==> src/rtl/sync_slave_rx.sv <==
module sync_slave_rx #(
  parameter int DATA_W = 8,
  parameter int DEPTH  = 2
) (
  input  logic              clk,
  input  logic              rst_n,
  input  logic              sclk_in,
  input  logic              sdata_in,
  input  logic              en_port,
  input  logic              mode_sync,
  input  logic              clk_master,
  input  logic              nine_bit,
  input  logic              rx_cont,
  input  logic              single_rx,
  input  logic              sclk_inv,
  input  logic              sleep_mode,
  input  logic              irq_en,
  input  logic              rd_pop,
  output logic [DATA_W-1:0] rd_data,
  output logic              rd_ninth,
  output logic              rx_flag,
  output logic              ovr_err,
  output logic              frm_err,
  output logic              irq,
  output logic              wake
);
  localparam int WORD_W = DATA_W + 1;
  localparam int CNT_W  = $clog2(WORD_W + 1);
  localparam int PTR_W  = (DEPTH > 1) ? $clog2(DEPTH) : 1;
  localparam int OCC_W  = $clog2(DEPTH + 1);

  logic [2:0]        ck_s;
  logic [1:0]        dt_s;
  logic [CNT_W-1:0]  bit_cnt;
  logic [WORD_W-1:0] shreg, word_nx;
  logic [WORD_W-1:0] mem [DEPTH];
  logic [PTR_W-1:0]  rptr, wptr;
  logic [OCC_W-1:0]  occ;
  logic              unused_ctl;

  assign unused_ctl = single_rx;

  wire active   = en_port & mode_sync & ~clk_master & rx_cont;
  wire act_edge = sclk_inv ? (~ck_s[1] & ck_s[2]) : (ck_s[1] & ~ck_s[2]);
  wire last_bit = bit_cnt == (nine_bit ? CNT_W'(WORD_W - 1) : CNT_W'(DATA_W - 1));
  wire take     = active & ~ovr_err & act_edge;
  wire done     = take & last_bit;
  wire full     = occ == OCC_W'(DEPTH);
  wire push     = done & ~full;
  wire pop      = rd_pop & (occ != '0);

  always_comb begin
    word_nx = shreg;
    word_nx[bit_cnt] = dt_s[1];
    if (!nine_bit) word_nx[WORD_W-1] = 1'b0;
  end

  function automatic logic [PTR_W-1:0] step(input logic [PTR_W-1:0] p);
    return (p == PTR_W'(DEPTH - 1)) ? '0 : p + 1'b1;
  endfunction

  always_ff @(posedge clk) begin
    if (!rst_n) begin
      ck_s    <= '0;
      dt_s    <= '0;
      bit_cnt <= '0;
      shreg   <= '0;
      ovr_err <= 1'b0;
      rptr    <= '0;
      wptr    <= '0;
      occ     <= '0;
      for (int i = 0; i < DEPTH; i++) mem[i] <= '0;
    end else begin
      ck_s <= {ck_s[1:0], sclk_in};
      dt_s <= {dt_s[0], sdata_in};

      if (!active || ovr_err) bit_cnt <= '0;
      else if (take) begin
        shreg   <= word_nx;
        bit_cnt <= last_bit ? '0 : bit_cnt + 1'b1;
      end

      if (!rx_cont) ovr_err <= 1'b0;
      else if (done && full) ovr_err <= 1'b1;

      if (!en_port) begin
        rptr <= '0;
        wptr <= '0;
        occ  <= '0;
      end else begin
        if (push) begin
          mem[wptr] <= word_nx;
          wptr      <= step(wptr);
        end
        if (pop) rptr <= step(rptr);
        occ <= occ + OCC_W'(push) - OCC_W'(pop);
      end
    end
  end

  wire [WORD_W-1:0] head = mem[rptr];

  assign rx_flag  = occ != '0;
  assign rd_data  = rx_flag ? head[DATA_W-1:0] : '0;
  assign rd_ninth = rx_flag & head[DATA_W];
  assign irq      = rx_flag & irq_en;
  assign wake     = irq & sleep_mode;
  assign frm_err  = 1'b0;
endmodule

==> config.mk <==
export PLATFORM = sky130hd
export DESIGN_NAME = sync_slave_rx
export DESIGN_NICKNAME = d
export VERILOG_FILES = /design/src/rtl/sync_slave_rx.sv
export SDC_FILE = /design/constraint.sdc
export NUM_CORES = 1
export LEC_CHECK = 0
export BUFFER_PORTS_ARGS = -buffer_cell sky130_fd_sc_hd__buf_2
export CORE_ASPECT_RATIO = 1.5
export CORE_MARGIN = 5
export CORE_UTILIZATION = 61
export CTS_CLUSTER_SIZE = 14
export DETAILED_ROUTE_END_ITERATION = 10
export MAX_ROUTING_LAYER = met4
export PLACE_DENSITY = 0.81
export RECOVER_POWER = 100
export SLEW_MARGIN = 20
export SYNTH_ARGS = -nofsm -noshare
export SYNTH_HDL_FRONTEND = slang
export SYNTH_SLANG_ARGS = --single-unit
==> constraint.sdc <==
create_clock -name clk -period 4.35 [get_ports clk]
set_clock_uncertainty 0.1 [all_clocks]
set_input_delay 0.87 -clock clk [delete_from_list [all_inputs] [get_ports clk]]
set_output_delay 0.87 -clock clk [all_outputs]
set_load 0.005 [all_outputs]
==> results.toml, run 1 <==
[outcome]
status = "complete, no violations"

[worst_setup_path]
critPathRequiredTime_ns = 4.20
cpLargestDelayFamily = "simple AND/OR/NAND/NOR gates"
worstPathArrival_ns = 2.79
critPathMaxFanout = 21
critPathCaptureType = "register"
critPathMaxStageDelay_ns = 0.62
path_cells = "clkbuf_1 -> nand2_1 -> nor2_1 -> nand4_1 -> nand2_1"
slowest_stage = "clkbuf_1"
cp_num_buf_inv = 1
crit_type = "primary input to register"
worst_setup_path_start_kind = "primary input"
cp_common_cell = "nand2_1"

[drt]
firstDrtPassIters = 4
finalWirelength_um = 3676
viasPerCell = 5.716
drc_errors = 0
wl_per_cell_um = 14.08
drt_iter0_drc = 55
antenna_left = 0
vias = 1492

[timing]
fmaxAchievable_mhz = 339.5
rsz0062_at_grt = "no"
tightest_slew_ns = 0.8523
fin_setup_tns_ns = 0
fin_crit_sh = 0.6771
min_period_ns = 2.945
drv_slew = 0
hold_viol = 0
setup-violations-final = 0
slew_headroom = 0.4318

[cells_and_area]
n_antenna_cell = 0
fill_cells = 265
areaGrowthSynthToFinish_pct = 8.191
final_common_cell = "nor2_1"
layoutNonFillerInstCount = 261
drive_gt1_frac = 0.1222
layout_common_cells = "nor2_1 (36), dfxtp_1 (24), nand2_1 (18), edfxtp_1 (18), mux2i_1 (17)"
final_nets = 240

[clock_network]
htreeDepth = 2
clkSlewWorstSetupHoldPaths_ns = 0.07
cts-resized-gates = 0
cts_hold_buf = 0
insertion_delay_ns = 0.29
cts_sinks = 42
cts_root_buf = "clkbuf_8"
cts_buffers = 5
cts_setup_buffers = 0
cts_buffer_depth = 2
cts_tree = "done"

[placement]
gp_congestion = 0.7844
dp_cells = 253
io_buffers = 25
post-dp-hpwl_um = 2761

[grt]
grt_antenna_before_repair = 0
grt_pass1_vias = 1443
grt_use_total = 0.1840
grt_first_pass_wirelength_um = 6479
grt_max_degree = 24
overflow = 0

[logic_synthesis]
syn-instance-count = 199
synthFlopType = "dfxtp_1"
yosys_warnings = 0
yosysSeqAreaShare = 0.4988
async_reset_ff_frac = 0
ys_types = 41
synth_edf_count = 18
synth_nets = 219
syn_avg_cell_area_um2 = 10.29
netlist_area_um2 = 2047
synth-seq-cells = 42

[pwr]
irDropWorstVdd_uv = 353.3
p_leak_nw = 0.9063
powerDensity_nw_per_um2 = 307.4

[floorplan]
fp.coreArea_um2 = 3191
num_io_pins = 28
die_w_um = 57.30
num_rows = 25
fp.dieH_um = 80.95
fp.dieArea_um2 = 4638
start_util = 0.6416

[job]
cap_violations = 0

[hold_path]
hp-class = "register to register"
[kinds of logic (layout without fill, tap and decap cells)]
family | after synthesis | count (layout) | share of synthesized area
simple gates | 90 | 90 | 0.2335
flops | 42 | 42 | 0.4988
compound gates | 21 | 21 | 0.08863
mux | 18 | 18 | 0.08863
buf+inv | 18 | 40 | 0.03912
fa+ha+maj | 6 | 6 | 0.03667
xor+xnor | 3 | 3 | 0.01284
other cells | 1 | 1 | 0.001832
[cell type report]
type / instances / area [um2] / area share
clock buffer: 6 / 72.57 / 0.03277
clock inverter: 2 / 8.758 / 0.003955
inverter: 6 / 22.52 / 0.01017
multi-input combinational: 139 / 917.1 / 0.4141
sequential: 42 / 1021 / 0.4610
tap: 40 / 50.05 / 0.02260
timing repair buffer: 26 / 122.6 / 0.05537
[sequential cells by signal, indices dropped and copies added (netlist names), named ones only]
register and count:
bit_cnt 4, ck_s 3, dt_s 2, mem 18, occ 2, ovr_err 1
rptr 1, shreg 9, wptr 1
[synthesized netlist by cell type (all sizes together), types with 3 or more instances]
library cell / number / area, um2
a21oi: 3 / 15.01
and2: 8 / 52.55
buf: 4 / 27.52
clkbuf: 8 / 30.03
dfxtp: 24 / 480.5
edfxtp: 18 / 540.5
ha: 6 / 75.07
inv: 6 / 22.52
mux2i: 17 / 170.2
nand2: 18 / 67.56
nand3: 3 / 15.01
nand3b: 6 / 45.04
nand4: 4 / 40.04
nor2: 36 / 135.1
nor3b: 4 / 30.03
o211a: 8 / 80.08
or3b: 3 / 28.78
[through the flow]
step                hold slack [ns]  area (um2)    util  power, mW  setup slack (ns)
floorplan                    0.3119        2047       -     0.4483             1.356
global placement             0.3178        2172  0.6808     0.4554             1.250
detailed placement           0.3270        2172  0.6808     0.4576             1.178
CTS                          0.3448        2253  0.7063     0.6876             1.476
global route                 0.3794        2215  0.6941     0.7077             1.129
finish                       0.3472        2215  0.6941     0.6807             1.405
[where the power goes]
group          leakage, nW  internal (mW)  switching (mW)
registers            0.365          0.421         0.00381
clock network       0.0426          0.110           0.123
logic                0.499        0.00900          0.0142
[path summary, 6_finish.rpt]
kind / cells past startpoint / from / slack, ns / endpoint
max: 5 / rst_n / 1.40 / mem[0][5]
min: 1 / dt_s[0] / 0.35 / dt_s[1]
max reg2reg: 4 / bit_cnt[2] / 1.54 / mem[0][5]
min reg2reg: 1 / dt_s[0] / 0.35 / dt_s[1]
[per-layer routing]
layer	up-vias	wire length (um)	GRT usage
met5	-	0	-
met4	0	90	0.09049
met3	8	101	0.03021
met2	28	2102	0.3432
met1	719	1381	0.1817
li1	737	-	-
[worst reg2reg max path, cell delays in order (launching register included)]
cell	delay [ns]
dfxtp_1	0.66
nand4b_1	0.16
o22ai_1	0.56
nand4_1	0.51
nand2_1	0.47
(Power assumes the default switching activity.)
==> run 2, diff against run 1 <==
--- a/config.mk
+++ b/config.mk
@@ -8,11 +8,11 @@
 export BUFFER_PORTS_ARGS = -buffer_cell sky130_fd_sc_hd__buf_2
 export CORE_ASPECT_RATIO = 1.5
 export CORE_MARGIN = 5
-export CORE_UTILIZATION = 61
+export CORE_UTILIZATION = 51
 export CTS_CLUSTER_SIZE = 14
 export DETAILED_ROUTE_END_ITERATION = 10
 export MAX_ROUTING_LAYER = met4
-export PLACE_DENSITY = 0.81
+export PLACE_DENSITY = 0.72
 export RECOVER_POWER = 100
 export SLEW_MARGIN = 20
 export SYNTH_ARGS = -nofsm -noshare
==> constraint.sdc (replaced) <==
create_clock -name clk -period 2.5 [get_ports clk]
set_clock_uncertainty 0.1 [all_clocks]
set_input_delay 0.5 -clock clk [delete_from_list [all_inputs] [get_ports clk]]
set_output_delay 0.5 -clock clk [all_outputs]
set_load 0.005 [all_outputs]
==> run 2 against run 1 <==
Flip-flop and latch count did not move. Sequential share of layout area decreased by 1.8 points. Cell area up 4.0%. Via count fell by 5.1%. Global-route usage fell by 3.4 points. Register-to-register slack lost 1.3 ns.
==> results.toml, run 2 (synthesis results as in run 1) <==
[outcome]
status = "complete, no violations"

[floorplan]
die_w_um = 61.73
fp.dieH_um = 87.59
fp.coreArea_um2 = 3924
num_io_pins = 28
fp.dieArea_um2 = 5406
num_rows = 28
start_util = 0.5217

[timing]
min_period_ns = 2.218
fin_setup_tns_ns = 0
fmaxAchievable_mhz = 450.8
tightest_slew_ns = 0.8333
setup-violations-final = 0
rsz0062_at_grt = "no"
setup_ws_ns = 0.2816
hold_ws_ns = 0.3118
drv_slew = 0
fin_crit_sh = 0.8874
hold_viol = 0
slew_headroom = 0.4445

[cells_and_area]
register_area_um2 = 1021
layout_common_cells = "nor2_1 (36), dfxtp_1 (24), nand2_1 (18), edfxtp_1 (18), mux2i_1 (17)"
n_antenna_cell = 0
largest_register = "mem"
reg.largest.list = "mem (18), shreg (9), bit_cnt (4)"
multi_input_area_um2 = 950.9
layoutNonFillerInstCount = 273
final_nets = 247
final_common_cell = "nor2_1"
design_area_um2 = 2302
largest_register_ffs = 18
drive_gt1_frac = 0.1360
fill_cells = 374
areaGrowthSynthToFinish_pct = 12.47

[worst_setup_path]
critPathCaptureType = "register"
reg2reg_from = "ck_s[1]"
cp-endpoint = "occ[1]"
crit_type = "register to register"
critPathMaxFanout = 3
worstRegToRegCells = 9
crit_start = "ck_s[1]"
r2r_slack_ns = 0.28
worstPathArrival_ns = 2.30
worst_setup_path_start_kind = "register"
r2r_end = "occ[1]"
critPathRequiredTime_ns = 2.58

[drt]
antenna_left = 0
firstDrtPassIters = 4
wl_per_cell_um = 12.70
drc_errors = 0
viasPerCell = 5.187
finalWirelength_um = 3466
drt_iter0_drc = 20
vias = 1416

[clock_network]
insertion_delay_ns = 0.29
cts_buffer_depth = 2
cts-resized-gates = 0
cts_tree = "done"
cts_root_buf = "clkbuf_8"
clkSlewWorstSetupHoldPaths_ns = 0.07
htreeDepth = 2
cts_buffers = 5
cts_setup_buffers = 0
cts_hold_buf = 0
cts_sinks = 42

[placement]
dp_cells = 265
io_buffers = 25
gp_congestion = 0.8792
postPlaceCellArea_um2 = 2251
pre_cts_ws_ns = 0.02229
post-dp-hpwl_um = 2617

[grt]
grt_antenna_before_repair = 0
grt_use_total = 0.1501
grt_max_degree = 23
grt_pass1_vias = 1367
grt_first_pass_wirelength_um = 5858
overflow = 0

[hold_path]
min_path_cells = 2
hp-class = "primary input to register"
worstHoldStart = "sdata_in"

[job]
cap_violations = 0

[pwr]
irDropWorstVdd_uv = 516.1
p_leak_nw = 0.9239
powerDensity_nw_per_um2 = 517.1
run 2: changes by cell type in the layout (fill, tap and decap cells not counted), sizes merged:
cell,previous run,this run
clkbuf,18,19
buf,14,20
run 2: metal layers:
metal / routed length (um) / track usage / up-vias
li1: - / - / 750
met1: 1420 / 0.1546 / 639
met2: 1843 / 0.2583 / 21
met3: 140 / 0.03097 / 6
met4: 62 / 0.07722 / 0
met5: 0 / - / -
run 2: worst max-delay path, stage by stage, from the launching register on:
cell and delay, ns:
dfxtp_1 0.33, or3b_1 0.42, a211oi_4 0.27, nand3_1 0.11, ha_1 0.31, inv_1 0.06, ha_1 0.14, xor2_1 0.18
xnor2_1 0.14, nor2_1 0.06
run 2: metrics by stage:
stage          power, mW    util
6_report           1.190  0.5867
5_1_grt            1.237  0.5867
4_1_cts            1.210  0.5944
3_5_place_dp      0.8019  0.5737
3_3_place_gp      0.8001  0.5737
2_1_floorplan     0.7807       -
run 2: worst min path at each step:
stage / end / slack [ns]
floorplan: ck_s[1] / 0.31
global placement: ck_s[1] / 0.33
detailed placement: ck_s[1] / 0.33
CTS: dt_s[0] / 0.31
global route: dt_s[0] / 0.31
finish: dt_s[0] / 0.31
run 2: layout make-up:
type	instances	area share
Clock buffer	6	0.03152
Clock inverter	2	0.003804
Inverter	6	0.009783
Multi-Input combinational cell	139	0.4130
Sequential cell	42	0.4435
Tap cell	45	0.02446
Timing Repair Buffer	33	0.07391
run 2: power by group:
| group | internal (mW) | switching (mW) |
|---|---|---|
| Combinational | 0.0196 | 0.0257 |
| Sequential | 0.732 | 0.00640 |
| Clock | 0.192 | 0.215 |
==> run 3, diff against run 2 <==
--- a/config.mk
+++ b/config.mk
@@ -5,6 +5,7 @@
 export SDC_FILE = /design/constraint.sdc
 export NUM_CORES = 1
 export LEC_CHECK = 0
+export ABC_AREA = 1
 export BUFFER_PORTS_ARGS = -buffer_cell sky130_fd_sc_hd__buf_2
 export CORE_ASPECT_RATIO = 1.5
 export CORE_MARGIN = 5
==> run 3 against run 2 <==
Via count up 17%. Synthesized cell count up 35%. Cell count up 26%. Maximum frequency up 6.3%. First-iteration DRC count up 80%. Global-route usage down 0.096 points. Critical path depth down 1. Worst hold slack worse by 0.029 ns. Combinational power up 5.7%. Sequential power down 0.8%. Clock power about the same. Total power down 0.56%. Largest cell class unchanged. Highest routed layer unchanged.
==> results.toml, run 3 <==
[logic_synthesis]
yosys.area_share.adder = 0.03561
synth_mux_area_frac = 0
yosys_warnings = 0
synth-seq-cells = 42
syn_avg_cell_area_um2 = 7.867
synth_top_area_frac = 0.2564
async_reset_ff_frac = 0
synth_nets = 288
yosysSeqAreaShare = 0.4843
netlist_area_um2 = 2108
synth_compound_area_frac = 0.07418
ys_types = 26
synthFlopType = "dfxtp_1"
yosys.area_share.xor_xnor = 0.008309
synth_top_area_cell = "edfxtp_1"
synth_common_cells = "nand2_1 (73), nor2_1 (38), inv_1 (35), dfxtp_1 (24), edfxtp_1 (18)"
synth_edf_count = 18
synthSimpleGateAreaFrac = 0.3062
ys_top_cells_by_area = "edfxtp_1 (26%), dfxtp_1 (23%), nand2_1 (13%)"
syn-instance-count = 268
yosys.cell_count.top_type = "nand2_1"
synth_top_family_by_area = "simple AND/OR/NAND/NOR gates"

[cells_and_area]
largest_register = "mem"
design_area_um2 = 2301
final_nets = 319
register_area_um2 = 1021
fill_cells = 384
final_common_cell = "nand2_1"
n_antenna_cell = 0
layout_common_cells = "nand2_1 (73), nor2_1 (40), inv_1 (35)"
areaGrowthSynthToFinish_pct = 9.140
multi_input_area_um2 = 858.3
largest_register_ffs = 18
reg.largest.list = "mem (18), shreg (9), bit_cnt (4)"
drive_gt1_frac = 0.1267
fin_util = 0.5812
layoutNonFillerInstCount = 345

[worst_setup_path]
worstPathArrival_ns = 2.21
worst_setup_path_start_kind = "register"
critPathMaxFanout = 13
critPathCaptureType = "register"
r2r_slack_ns = 0.41
crit_type = "register to register"
critPathRequiredTime_ns = 2.62

[outcome]
status = "complete, no violations"

[timing]
slew_headroom = 0.5880
drv_slew = 0
fin_setup_tns_ns = 0
setup-violations-final = 0
rsz0062_at_grt = "no"
tightest_slew_ns = 0.6181
fmaxAchievable_mhz = 479.3
fin_crit_sh = 0.8346
setup_ws_ns = 0.4134
hold_ws_ns = 0.2829
hold_viol = 0
min_period_ns = 2.087

[drt]
firstDrtPassIters = 4
drt_iter0_drc = 36
wl_per_cell_um = 10.41
drc_errors = 0
viasPerCell = 4.803
finalWirelength_um = 3590
antenna_left = 0
vias = 1657

[grt]
grt_antenna_before_repair = 0
grt_first_pass_wirelength_um = 6479
grt_use_total = 0.1491
grt_pass1_vias = 1566
grt_max_degree = 17
overflow = 0

[pwr]
fin_total_pwr_mw = 1.184
powerDensity_nw_per_um2 = 514.4
p_leak_nw = 0.9466
irDropWorstVdd_uv = 408.1

[clock_network]
cts_setup_buffers = 0
cts_buffers = 5
cts_root_buf = "clkbuf_8"
cts-resized-gates = 0
htreeDepth = 2
cts_sinks = 42
insertion_delay_ns = 0.29
clkSlewWorstSetupHoldPaths_ns = 0.08
cts_buffer_depth = 2
cts_tree = "done"
cts_hold_buf = 0

[placement]
postPlaceCellArea_um2 = 2288
pre_cts_ws_ns = 0.3767
io_buffers = 25
dp_cells = 337
post-dp-hpwl_um = 2771
gp_congestion = 0.8833

[floorplan]
num_rows = 28
fp.dieArea_um2 = 5546
num_io_pins = 28
start_util = 0.5326
fp.coreArea_um2 = 3959
die_w_um = 62.50
fp.dieH_um = 88.75

[hold_path]
hp-class = "primary input to register"

[job]
cap_violations = 0
==> run 3: cell count changes after synthesis, moves of 3 or more <==
cell,before,now
mux2i_1,17,0
and2_1,7,0
clkbuf_1,8,3
nand3b_1,6,0
nand2_1,18,73
inv_1,6,35
nand4_1,3,0
o211a_1,8,0
nor2_2,0,10
nand3_1,3,11
o21ai_0,0,13
nor3b_1,4,1
a21oi_1,3,17
==> run 3: kinds of logic (layout without fill, tap and decap cells) <==
| group | after synthesis | count (layout) |
|---|---|---|
| XOR/XNOR | 2 | 2 |
| other | 1 | 1 |
| AO/OA/AOI/OAI | 31 | 31 |
| AND/OR/NAND/NOR | 141 | 141 |
| buffers and inverters | 45 | 77 |
| flip-flops | 42 | 42 |
| adder cells (fa/ha/maj) | 6 | 6 |
==> run 3: worst max-delay path: stages, from the launching register on <==
cell and delay [ns]:
dfxtp_1 0.33, nor2_1 0.11, clkbuf_1 0.42, nor2_1 0.15
ha_1 0.30, inv_1 0.04, ha_1 0.17, or2_2 0.29
a21oi_1 0.11
==> run 3: final timing paths <==
kind	cells after the start	end	from
min reg2reg	2	dt_s[1]	dt_s[0]
max	8	occ[1]	occ[1]
max reg2reg	8	occ[1]	occ[1]
min	3	ck_s[0]	sclk_in
==> run 3: report_power, final <==
group | switching, mW | leakage (nW) | internal (mW)
Sequential | 0.00469 | 0.380 | 0.727
Clock | 0.212 | 0.0426 | 0.192
Combinational | 0.0315 | 0.524 | 0.0165
Total | 0.248 | 0.947 | 0.936
==> run 3: routing by layer <==
layer	share of wire	global-route usage	vias to the layer above
met4	0.023	0.07529	0
met2	0.54	0.2858	27
met3	0.052	0.04320	8
met5	0	-	-
li1	-	-	894
met1	0.38	0.1304	728
==> run 3: area by class of cell <==
| cell class | instances | share of cell area |
|---|---|---|
| flip-flops and latches | 42 | 0.4437 |
| clock buffers | 6 | 0.03154 |
| multi-input cells | 181 | 0.3730 |
| inverters | 38 | 0.06199 |
| well taps | 45 | 0.02447 |
| clock inverters | 2 | 0.003806 |
| repair buffers | 31 | 0.06145 |
